File: src/rtl/iap_pkg.sv
package iap_pkg;
  localparam int unsigned BYTE_W = 8;

  typedef enum logic [1:0] {
    PH_RESET = 2'd0,
    PH_PTR   = 2'd1,
    PH_DATA  = 2'd2
  } phase_e;
endpackage

File: src/rtl/iap_bus_decode.sv
module iap_bus_decode (
  input  logic cs_i,
  input  logic rd_i,
  input  logic wr_i,
  output logic rd_stb_o,
  output logic wr_stb_o
);
  // rd and wr together is treated as no access
  assign rd_stb_o = cs_i & rd_i & ~wr_i;
  assign wr_stb_o = cs_i & wr_i & ~rd_i;
endmodule

File: src/rtl/iap_phase_fsm.sv
module iap_phase_fsm
  import iap_pkg::*;
#(
  parameter int unsigned AW = 6
) (
  input  logic          clk_i,
  input  logic          rst_ni,
  input  logic          rd_stb_i,
  input  logic          wr_stb_i,
  input  logic [AW-1:0] ptr_data_i,
  input  logic          rst_bit_i,
  output phase_e        phase_o,
  output logic [AW-1:0] ptr_o,
  output logic          we_o,
  output logic          clr_o
);
  phase_e        phase_q, phase_d;
  logic [AW-1:0] ptr_q;

  always_comb begin
    phase_d = phase_q;
    we_o    = 1'b0;
    clr_o   = (phase_q == PH_RESET);
    unique case (phase_q)
      PH_RESET: if (wr_stb_i && !rst_bit_i) phase_d = PH_PTR;
      PH_PTR:   if (wr_stb_i) phase_d = PH_DATA;
      PH_DATA: begin
        if (wr_stb_i) begin
          if (ptr_q == '0 && rst_bit_i) begin
            phase_d = PH_RESET;
            clr_o   = 1'b1;
          end else begin
            we_o    = 1'b1;
            phase_d = PH_PTR;
          end
        end else if (rd_stb_i) begin
          phase_d = PH_PTR;
        end
      end
      default: phase_d = PH_RESET;
    endcase
  end

  always_ff @(posedge clk_i or negedge rst_ni) begin
    if (!rst_ni) begin
      phase_q <= PH_RESET;
      ptr_q   <= '0;
    end else begin
      phase_q <= phase_d;
      if (clr_o) ptr_q <= '0;
      else if (phase_q == PH_PTR && wr_stb_i) ptr_q <= ptr_data_i;
    end
  end

  assign phase_o = phase_q;
  assign ptr_o   = ptr_q;


  rst_read_hold_chk: assert property (@(posedge clk_i) disable iff (!rst_ni)
    (phase_q == PH_RESET && rd_stb_i) |=> (phase_q == PH_RESET));


  ptr_load_chk: assert property (@(posedge clk_i) disable iff (!rst_ni)
    (phase_q == PH_PTR && wr_stb_i) |=> (phase_q == PH_DATA && ptr_q == $past(ptr_data_i)));


  data_read_return_chk: assert property (@(posedge clk_i) disable iff (!rst_ni)
    (phase_q == PH_DATA && rd_stb_i && !wr_stb_i) |=> (phase_q == PH_PTR));


  ptr_read_hold_chk: assert property (@(posedge clk_i) disable iff (!rst_ni)
    (phase_q == PH_PTR && rd_stb_i) |=> (phase_q == PH_PTR && $stable(ptr_q)));


  reset_entry_chk: assert property (@(posedge clk_i) disable iff (!rst_ni)
    (phase_q == PH_DATA && wr_stb_i && ptr_q == '0 && rst_bit_i) |=> (phase_q == PH_RESET && ptr_q == '0));


  idle_hold_chk: assert property (@(posedge clk_i) disable iff (!rst_ni)
    !(rd_stb_i || wr_stb_i) |=> ($stable(phase_q) && $stable(ptr_q)));
endmodule

File: src/rtl/iap_reg_bank.sv
module iap_reg_bank #(
  parameter int unsigned NUM_REGS = 64,
  parameter int unsigned DW       = 8,
  parameter int unsigned CFG_IDX  = 1,
  localparam int unsigned AW      = $clog2(NUM_REGS)
) (
  input  logic          clk_i,
  input  logic          rst_ni,
  input  logic          clr_i,
  input  logic          we_i,
  input  logic [AW-1:0] addr_i,
  input  logic [DW-1:0] wdata_i,
  output logic [DW-1:0] rdata_o,
  output logic [DW-1:0] reg0_o,
  output logic [DW-1:0] regc_o
);
  logic [NUM_REGS-1:0][DW-1:0] mem_q;
  logic [NUM_REGS-1:0]         wsel;

  for (genvar i = 0; i < NUM_REGS; i++) begin : g_wsel
    assign wsel[i] = we_i && (addr_i == AW'(i));
  end

  always_ff @(posedge clk_i or negedge rst_ni) begin
    if (!rst_ni) begin
      mem_q <= '0;
    end else if (clr_i) begin
      mem_q <= '0;
    end else begin
      for (int i = 0; i < NUM_REGS; i++) begin
        if (wsel[i]) mem_q[i] <= wdata_i;
      end
    end
  end

  assign rdata_o = mem_q[addr_i];
  assign reg0_o  = mem_q[0];
  assign regc_o  = mem_q[CFG_IDX];


  bank_clear_chk: assert property (@(posedge clk_i) disable iff (!rst_ni)
    clr_i |=> (mem_q == '0));


  bank_store_chk: assert property (@(posedge clk_i) disable iff (!rst_ni)
    (we_i && !clr_i) |=> (mem_q[$past(addr_i)] == $past(wdata_i)));
endmodule

File: src/rtl/iap_port.sv
module iap_port
  import iap_pkg::*;
#(
  parameter int unsigned NUM_REGS = 64,
  parameter int unsigned CFG_IDX  = 1,
  parameter logic [7:0]  RST_FLAG = 8'h01
) (
  input  logic       clk_i,
  input  logic       rst_ni,
  input  logic       cs_i,
  input  logic       rd_i,
  input  logic       wr_i,
  input  logic [7:0] wdata_i,
  output logic [7:0] rdata_o,
  output logic       in_reset_o,
  output logic [7:0] int_ctrl_o,
  output logic [7:0] cfg_o
);
  localparam int unsigned AW = $clog2(NUM_REGS);

  logic          rd_stb, wr_stb, bank_we, bank_clr;
  phase_e        phase;
  logic [AW-1:0] ptr;
  logic [7:0]    bank_rd;

  iap_bus_decode u_dec (
    .cs_i     (cs_i),
    .rd_i     (rd_i),
    .wr_i     (wr_i),
    .rd_stb_o (rd_stb),
    .wr_stb_o (wr_stb)
  );

  iap_phase_fsm #(.AW(AW)) u_fsm (
    .clk_i      (clk_i),
    .rst_ni     (rst_ni),
    .rd_stb_i   (rd_stb),
    .wr_stb_i   (wr_stb),
    .ptr_data_i (wdata_i[AW-1:0]),
    .rst_bit_i  (wdata_i[0]),
    .phase_o    (phase),
    .ptr_o      (ptr),
    .we_o       (bank_we),
    .clr_o      (bank_clr)
  );

  iap_reg_bank #(
    .NUM_REGS (NUM_REGS),
    .DW       (BYTE_W),
    .CFG_IDX  (CFG_IDX)
  ) u_bank (
    .clk_i   (clk_i),
    .rst_ni  (rst_ni),
    .clr_i   (bank_clr),
    .we_i    (bank_we),
    .addr_i  (ptr),
    .wdata_i (wdata_i),
    .rdata_o (bank_rd),
    .reg0_o  (int_ctrl_o),
    .regc_o  (cfg_o)
  );

  always_comb begin
    rdata_o = '0;
    if (rd_stb) rdata_o = (phase == PH_RESET) ? RST_FLAG : bank_rd;
  end

  assign in_reset_o = (phase == PH_RESET);


  reset_view_chk: assert property (@(posedge clk_i) disable iff (!rst_ni)
    in_reset_o |-> (int_ctrl_o == '0 || $past(bank_clr) == 1'b0));


  no_read_zero_chk: assert property (@(posedge clk_i) disable iff (!rst_ni)
    !(cs_i && rd_i && !wr_i) |-> (rdata_o == '0));
endmodule

File: config.mk
export PLATFORM = sky130hd
export DESIGN_NAME = iap_port
export DESIGN_NICKNAME = d
export VERILOG_FILES = /design/src/rtl/iap_pkg.sv /design/src/rtl/iap_bus_decode.sv /design/src/rtl/iap_phase_fsm.sv /design/src/rtl/iap_reg_bank.sv /design/src/rtl/iap_port.sv
export SDC_FILE = /design/constraint.sdc
export NUM_CORES = 1
export LEC_CHECK = 0
export CAP_MARGIN = 15
export CORE_MARGIN = 10
export CORE_UTILIZATION = 50
export DETAILED_ROUTE_END_ITERATION = 6
export PLACE_DENSITY = 0.66
export SYNTH_ARGS = -nofsm -noshare
export SYNTH_HDL_FRONTEND = slang
export SYNTH_HIERARCHICAL = 1
export SYNTH_SLANG_ARGS = --single-unit
File: constraint.sdc
create_clock -name clk_i -period 8.05 [get_ports clk_i]
set_input_delay 1.2075 -clock clk_i [delete_from_list [all_inputs] [get_ports clk_i]]
set_output_delay 1.2075 -clock clk_i [all_outputs]
set_load 0.01 [all_outputs]
==> out/metrics.cfg, run 1 <==
[route]
dr.first_iter.drc_count=3248
firstDrtPassIters=6
wire_per_inst_um=24.0
ant_nets=0
vias=21300
routed_wl_mm=78.3
vias_per_cell=6.52
post-route-drc-count=0

[cells_and_area]
fillers=4437
area_delta_synth_final_pct=9.25
drive_above_1_share=0.122
nNetsFinal=2554
layoutNonFillerInstCount=3267
fin_util=0.551
antenna_cells=0

[worst_setup_path]
endpoint_kind=primary output
critPathRequiredTime_ns=6.84
timing.critical_path.from_type=flip-flop
path_max_fanout=59
cp.arrival_ns=4.62
critical_path_class=flip-flop to primary output

[logic_synthesis]
yosysSeqAreaShare=0.504
synth_edf_count=0
ys.flop_type=dfrtp_1
avgSynthCellArea_um2=9.61
yosys-top-cells-area=dfrtp_1, mux4_2, a21oi_1
synth_common_cells=nand2_1, dfrtp_1, a21oi_1, nand3_1, clkbuf_1
synth.most_common_cell=nand2_1
netlist.area_leader.share=0.504
synth-seq-cells=520
synthCells=2689
synth_cell_types=44
synth_top_cell_by_area=dfrtp_1
ys_warn_count=6
synth_area_um2=25800
postSynth.asyncResetShare=1.00
syn-num-nets=2702

[power]
p_leak_nw=10.6
power_mw=6.19
power_density_nw_per_um2=219
vdd_ir_drop_max_uv=235

[sta]
clock.fmax_mhz=172
finalClockSkew_ns=0.00708
holdWs_ns=0.520
worst_slew_pin_slew_ns=1.17
fin_crit_ns=5.83
setup_viol=0
finalMaxSlewViolations=0
slew_headroom=0.220
hold_viol_final=0
min_period_over_period=0.724
rsz0062_at_grt=false
tns_ns=0

[clock_network]
hold_buffers=0
post_cts_buffers=0
h-tree-depth=2
tritoncts=done
clock_latency_ns=0.61
root_buffer=clkbuf_16
cts.reportedPaths.clkPinSlew_ns=0.06
cts_buffers=55
clock-sinks=520
clockBufferDepth=3
cts_resized=0

[floorplanning]
core_area_um2=51200
start_util=0.505
io_pins=38
dieArea_um2=61200
rows=83
chipWidth_um=247
die_h_um=247

[place]
dp_cells=3164
dp_hpwl_mm=44.2
gp_congestion=0.868
numPortBuffers=37

[worst_hold_path]
hold_class=flip-flop to flip-flop

[grt]
grt_pass1_vias=20500
grt-ovfl-total=0
grt_start_max_net_pins=216
antenna_found_initial=3
gr-usage-all-layers=0.254
grt_pass1_wl_mm=123

[run_status]
outcome=finished clean

[run]
cap_violations=0

## path summary, 6_finish.rpt
check / start / end / slack (ns) / cells past startpoint
hold reg to reg: u_bank/mem_q[200] / u_bank/mem_q[200] / 0.52 / 2
min in group asynchronous: rst_ni / u_bank/mem_q[251] / 0.66 / 1
hold / removal: u_bank/mem_q[200] / u_bank/mem_q[200] / 0.52 / 2
setup / recovery: u_fsm/ptr_o[0] / rdata_o[2] / 2.22 / 7
max in group asynchronous: rst_ni / u_bank/mem_q[411] / 5.85 / 2
setup reg to reg: u_fsm/ptr_o[1] / u_bank/mem_q[172] / 4.39 / 9
## report_power, final
group	switching, mW	total, mW	leakage [nW]	internal [mW]
logic	0.727	0.849	2.41	0.122
clock network	1.09	2.69	0.967	1.61
registers	0.0248	2.64	7.26	2.62
## worst max-delay path, stage by stage (launching register included)
cell and delay [ns]:
dfrtp_4 1.06, buf_12 0.50, mux4_2 0.56, a22oi_1 0.28, a21oi_1 0.14, or4_1 0.69
and2_1 0.20, clkdlybuf4s50_1 0.48
## routing by layer
metal,global-route usage,wire length [um]
met1,0.374,33700
met2,0.363,34500
met3,0.0706,8350
met4,0.0667,1760
met5,0,9
## placed cells by master (no fill, tap or decap), drive strengths merged, types with 8 or more instances in the layout
| cell type | count |
|---|---|
| a21oi | 514 |
| a22oi | 64 |
| and2 | 8 |
| buf | 62 |
| clkbuf | 78 |
| clkdlybuf4s50 | 28 |
| clkinv | 18 |
| dfrtp | 520 |
| mux2i | 32 |
| mux4 | 128 |
| nand2 | 525 |
| nand3 | 325 |
| nor2 | 57 |
| o21ai | 163 |
| or4 | 8 |
## cells by family after synthesis
family	count (synthesis)	share of synthesized area
and+or+nand+nor	959	0.168
AOI/OAI and AO/OA	752	0.153
DFF	520	0.504
buffers and inverters	298	0.0511
muxes	160	0.124
## stage by stage
stage,setup slack (ns),cell area [um2]
2_1_floorplan,4.48,25800
5_1_grt,1.98,28200
3_3_place_gp,2.91,26300
6_report,2.22,28200
3_5_place_dp,2.88,26300
4_1_cts,2.23,28200
## sequential cells by signal, summed over array words and instances, names as in the netlist
register and count:
u_fsm/ptr_o 6, u_bank/reg0_o 8, u_fsm/phase_o 2, u_bank/regc_o 8
u_bank/mem_q 496
## layout make-up
| cell class | instances | area (um2) | area share |
|---|---|---|---|
| sequential | 520 | 13000 | 0.461 |
| clock inverter | 25 | 278 | 0.00984 |
| multi-input combinational | 1871 | 11600 | 0.411 |
| tap | 680 | 851 | 0.0301 |
| clock buffer | 78 | 1650 | 0.0583 |
| timing repair buffer | 90 | 808 | 0.0286 |
| inverter | 3 | 11.3 | 0.000399 |
(Power assumes the default switching activity.)
==> run 2: changes to the inputs <==
Settings changed: PLACE_DENSITY 0.66 to 0.68.
Clock period 8.05 ns to 5.3 ns, I/O delays scaled along.
==> run 2 against run 1 <==
Clock skew is 0.013 ns higher. First-iteration DRC count down 3.4%. Power up 56%. Flip-flop and latch count unchanged. Design area is 1.4% higher. Clock power up 57%. Global-route usage down 0.34 points. Cell count increased by 0.83%. Die area did not move. Register-to-register slack got worse by 2.7 ns. Via count fell by 0.53%. Sequential power up 52%.
==> out/metrics.cfg, run 2 (same netlist as run 1, synthesis figures left out) <==
[run]
cap_violations=0

[power]
power_mw=9.64
vdd_ir_drop_max_uv=274
power_density_nw_per_um2=337
p_leak_nw=10.8

[clock_network]
hold_buffers=0
post_cts_buffers=0
cts_buffers=56
h-tree-depth=2
clock_latency_ns=0.63
clock-sinks=520
cts_resized=0
clockBufferDepth=3
tritoncts=done
root_buffer=clkbuf_16
cts.reportedPaths.clkPinSlew_ns=0.06

[worst_setup_path]
path_max_fanout=56
crit_end=rdata_o[0]
endpoint_kind=primary output
critPathRequiredTime_ns=4.51
critical_path_class=flip-flop to primary output
r2r_end=u_bank/mem_q[379]
reg2reg_from=u_fsm/ptr_o[1]
rrSetupSlack_ns=1.71
cp.arrival_ns=4.38
timing.critical_path.from_type=flip-flop
crit_start=u_fsm/ptr_o[1]
r2r_cells=6

[cells_and_area]
layoutNonFillerInstCount=3294
antenna_cells=0
top_register=u_bank/mem_q
nNetsFinal=2579
drive_above_1_share=0.130
largest_reg_flops=496
multiInputGateArea_um2=11600
register_area_um2=13000
layout_common_cells=nand2_1, dfrtp_1, a21oi_1
mostFrequentLayoutCell=nand2_1
final_area_um2=28600
fillers=4314
area_delta_synth_final_pct=10.8

[sta]
finalMaxSlewViolations=0
clock.fmax_mhz=193
tns_ns=0
rsz0062_at_grt=false
finalClockSkew_ns=0.0202
holdWs_ns=0.244
min_period_over_period=0.976
slew_headroom=0.199
hold_viol_final=0
setup_viol=0
fin_crit_ns=5.17
worst_slew_pin_slew_ns=1.20

[route]
firstDrtPassIters=5
ant_nets=0
top_layer=met5
dr_wl_met3_mm=7.15
met1_length_mm=32.5
routed_wl_mm=76.8
post-route-drc-count=0
dr.first_iter.drc_count=3138
vias=21200
dr_wl_met2_mm=35.3
wire_per_inst_um=23.3
vias_per_cell=6.43

[place]
gp_congestion=0.938
dp_cells=3188
place_area_um2=26600
dp_hpwl_mm=47.5
numPortBuffers=37

[grt]
grt_start_max_net_pins=123
grt_pass1_vias=20700
gr-usage-all-layers=0.250
antenna_found_initial=1
grt-ovfl-total=0
grt_pass1_wl_mm=122

[floorplanning]
dieArea_um2=61200
die_h_um=247
chipWidth_um=247
io_pins=38
core_area_um2=51200
start_util=0.505
rows=83

[worst_hold_path]
hold_class=input port to async pin

[run_status]
outcome=finished clean

run 2: cell count changes in the layout (fill, tap and decap cells not counted), moves of 3 or more:
cell      previous run  this run
buf_12               6        19
buf_4               47        58
clkbuf_1             7        10
clkbuf_8            14        17
clkinv_2            18        11
inv_6                0         3
run 2: how the worst min path moves through the flow:
stage | start | end | slack, ns
floorplan | u_bank/mem_q[100] | u_bank/mem_q[100] | 0.49
global placement | u_bank/mem_q[355] | u_bank/mem_q[355] | 0.50
detailed placement | u_bank/mem_q[50] | u_bank/mem_q[50] | 0.51
CTS | rst_ni | u_bank/mem_q[156] | 0.25
global route | rst_ni | u_bank/mem_q[156] | 0.29
finish | rst_ni | u_bank/mem_q[156] | 0.24
run 2: through the flow:
step | worst slack (ns) | utilization
after detailed placement | 0.891 | 0.520
final | 0.129 | 0.559
after global routing | 0.0514 | 0.559
after CTS | 0.209 | 0.559
after global placement | 0.887 | 0.520
after floorplan | 2.14 | -
run 2: power by group:
part	total [mW]	switching, mW	internal (mW)
combinational	1.40	1.12	0.285
clock	4.21	1.66	2.55
sequential	4.02	0.0444	3.98
run 2: area by class of cell:
cell class                 instances  share of cell area
tap                              680              0.0297
inverter                           3            0.000393
sequential                       520               0.455
timing repair buffer             114              0.0402
clock buffer                      84              0.0593
clock inverter                    22              0.0104
multi-input combinational       1871               0.405
run 2: layer usage:
metal,global-route usage,vias up
li1,-,9278
met1,0.362,10700
met2,0.380,1068
met3,0.0424,117
met4,0.0780,2
met5,0,-
run 2: worst max-delay path: stages (launching register included):
cell and delay (ns):
dfrtp_4 1.00, buf_12 0.38, mux4_2 0.35, a22oi_1 0.48, a21oi_1 0.13, or4_1 0.61, o21a_1 0.23, clkdlybuf4s50_1 0.47
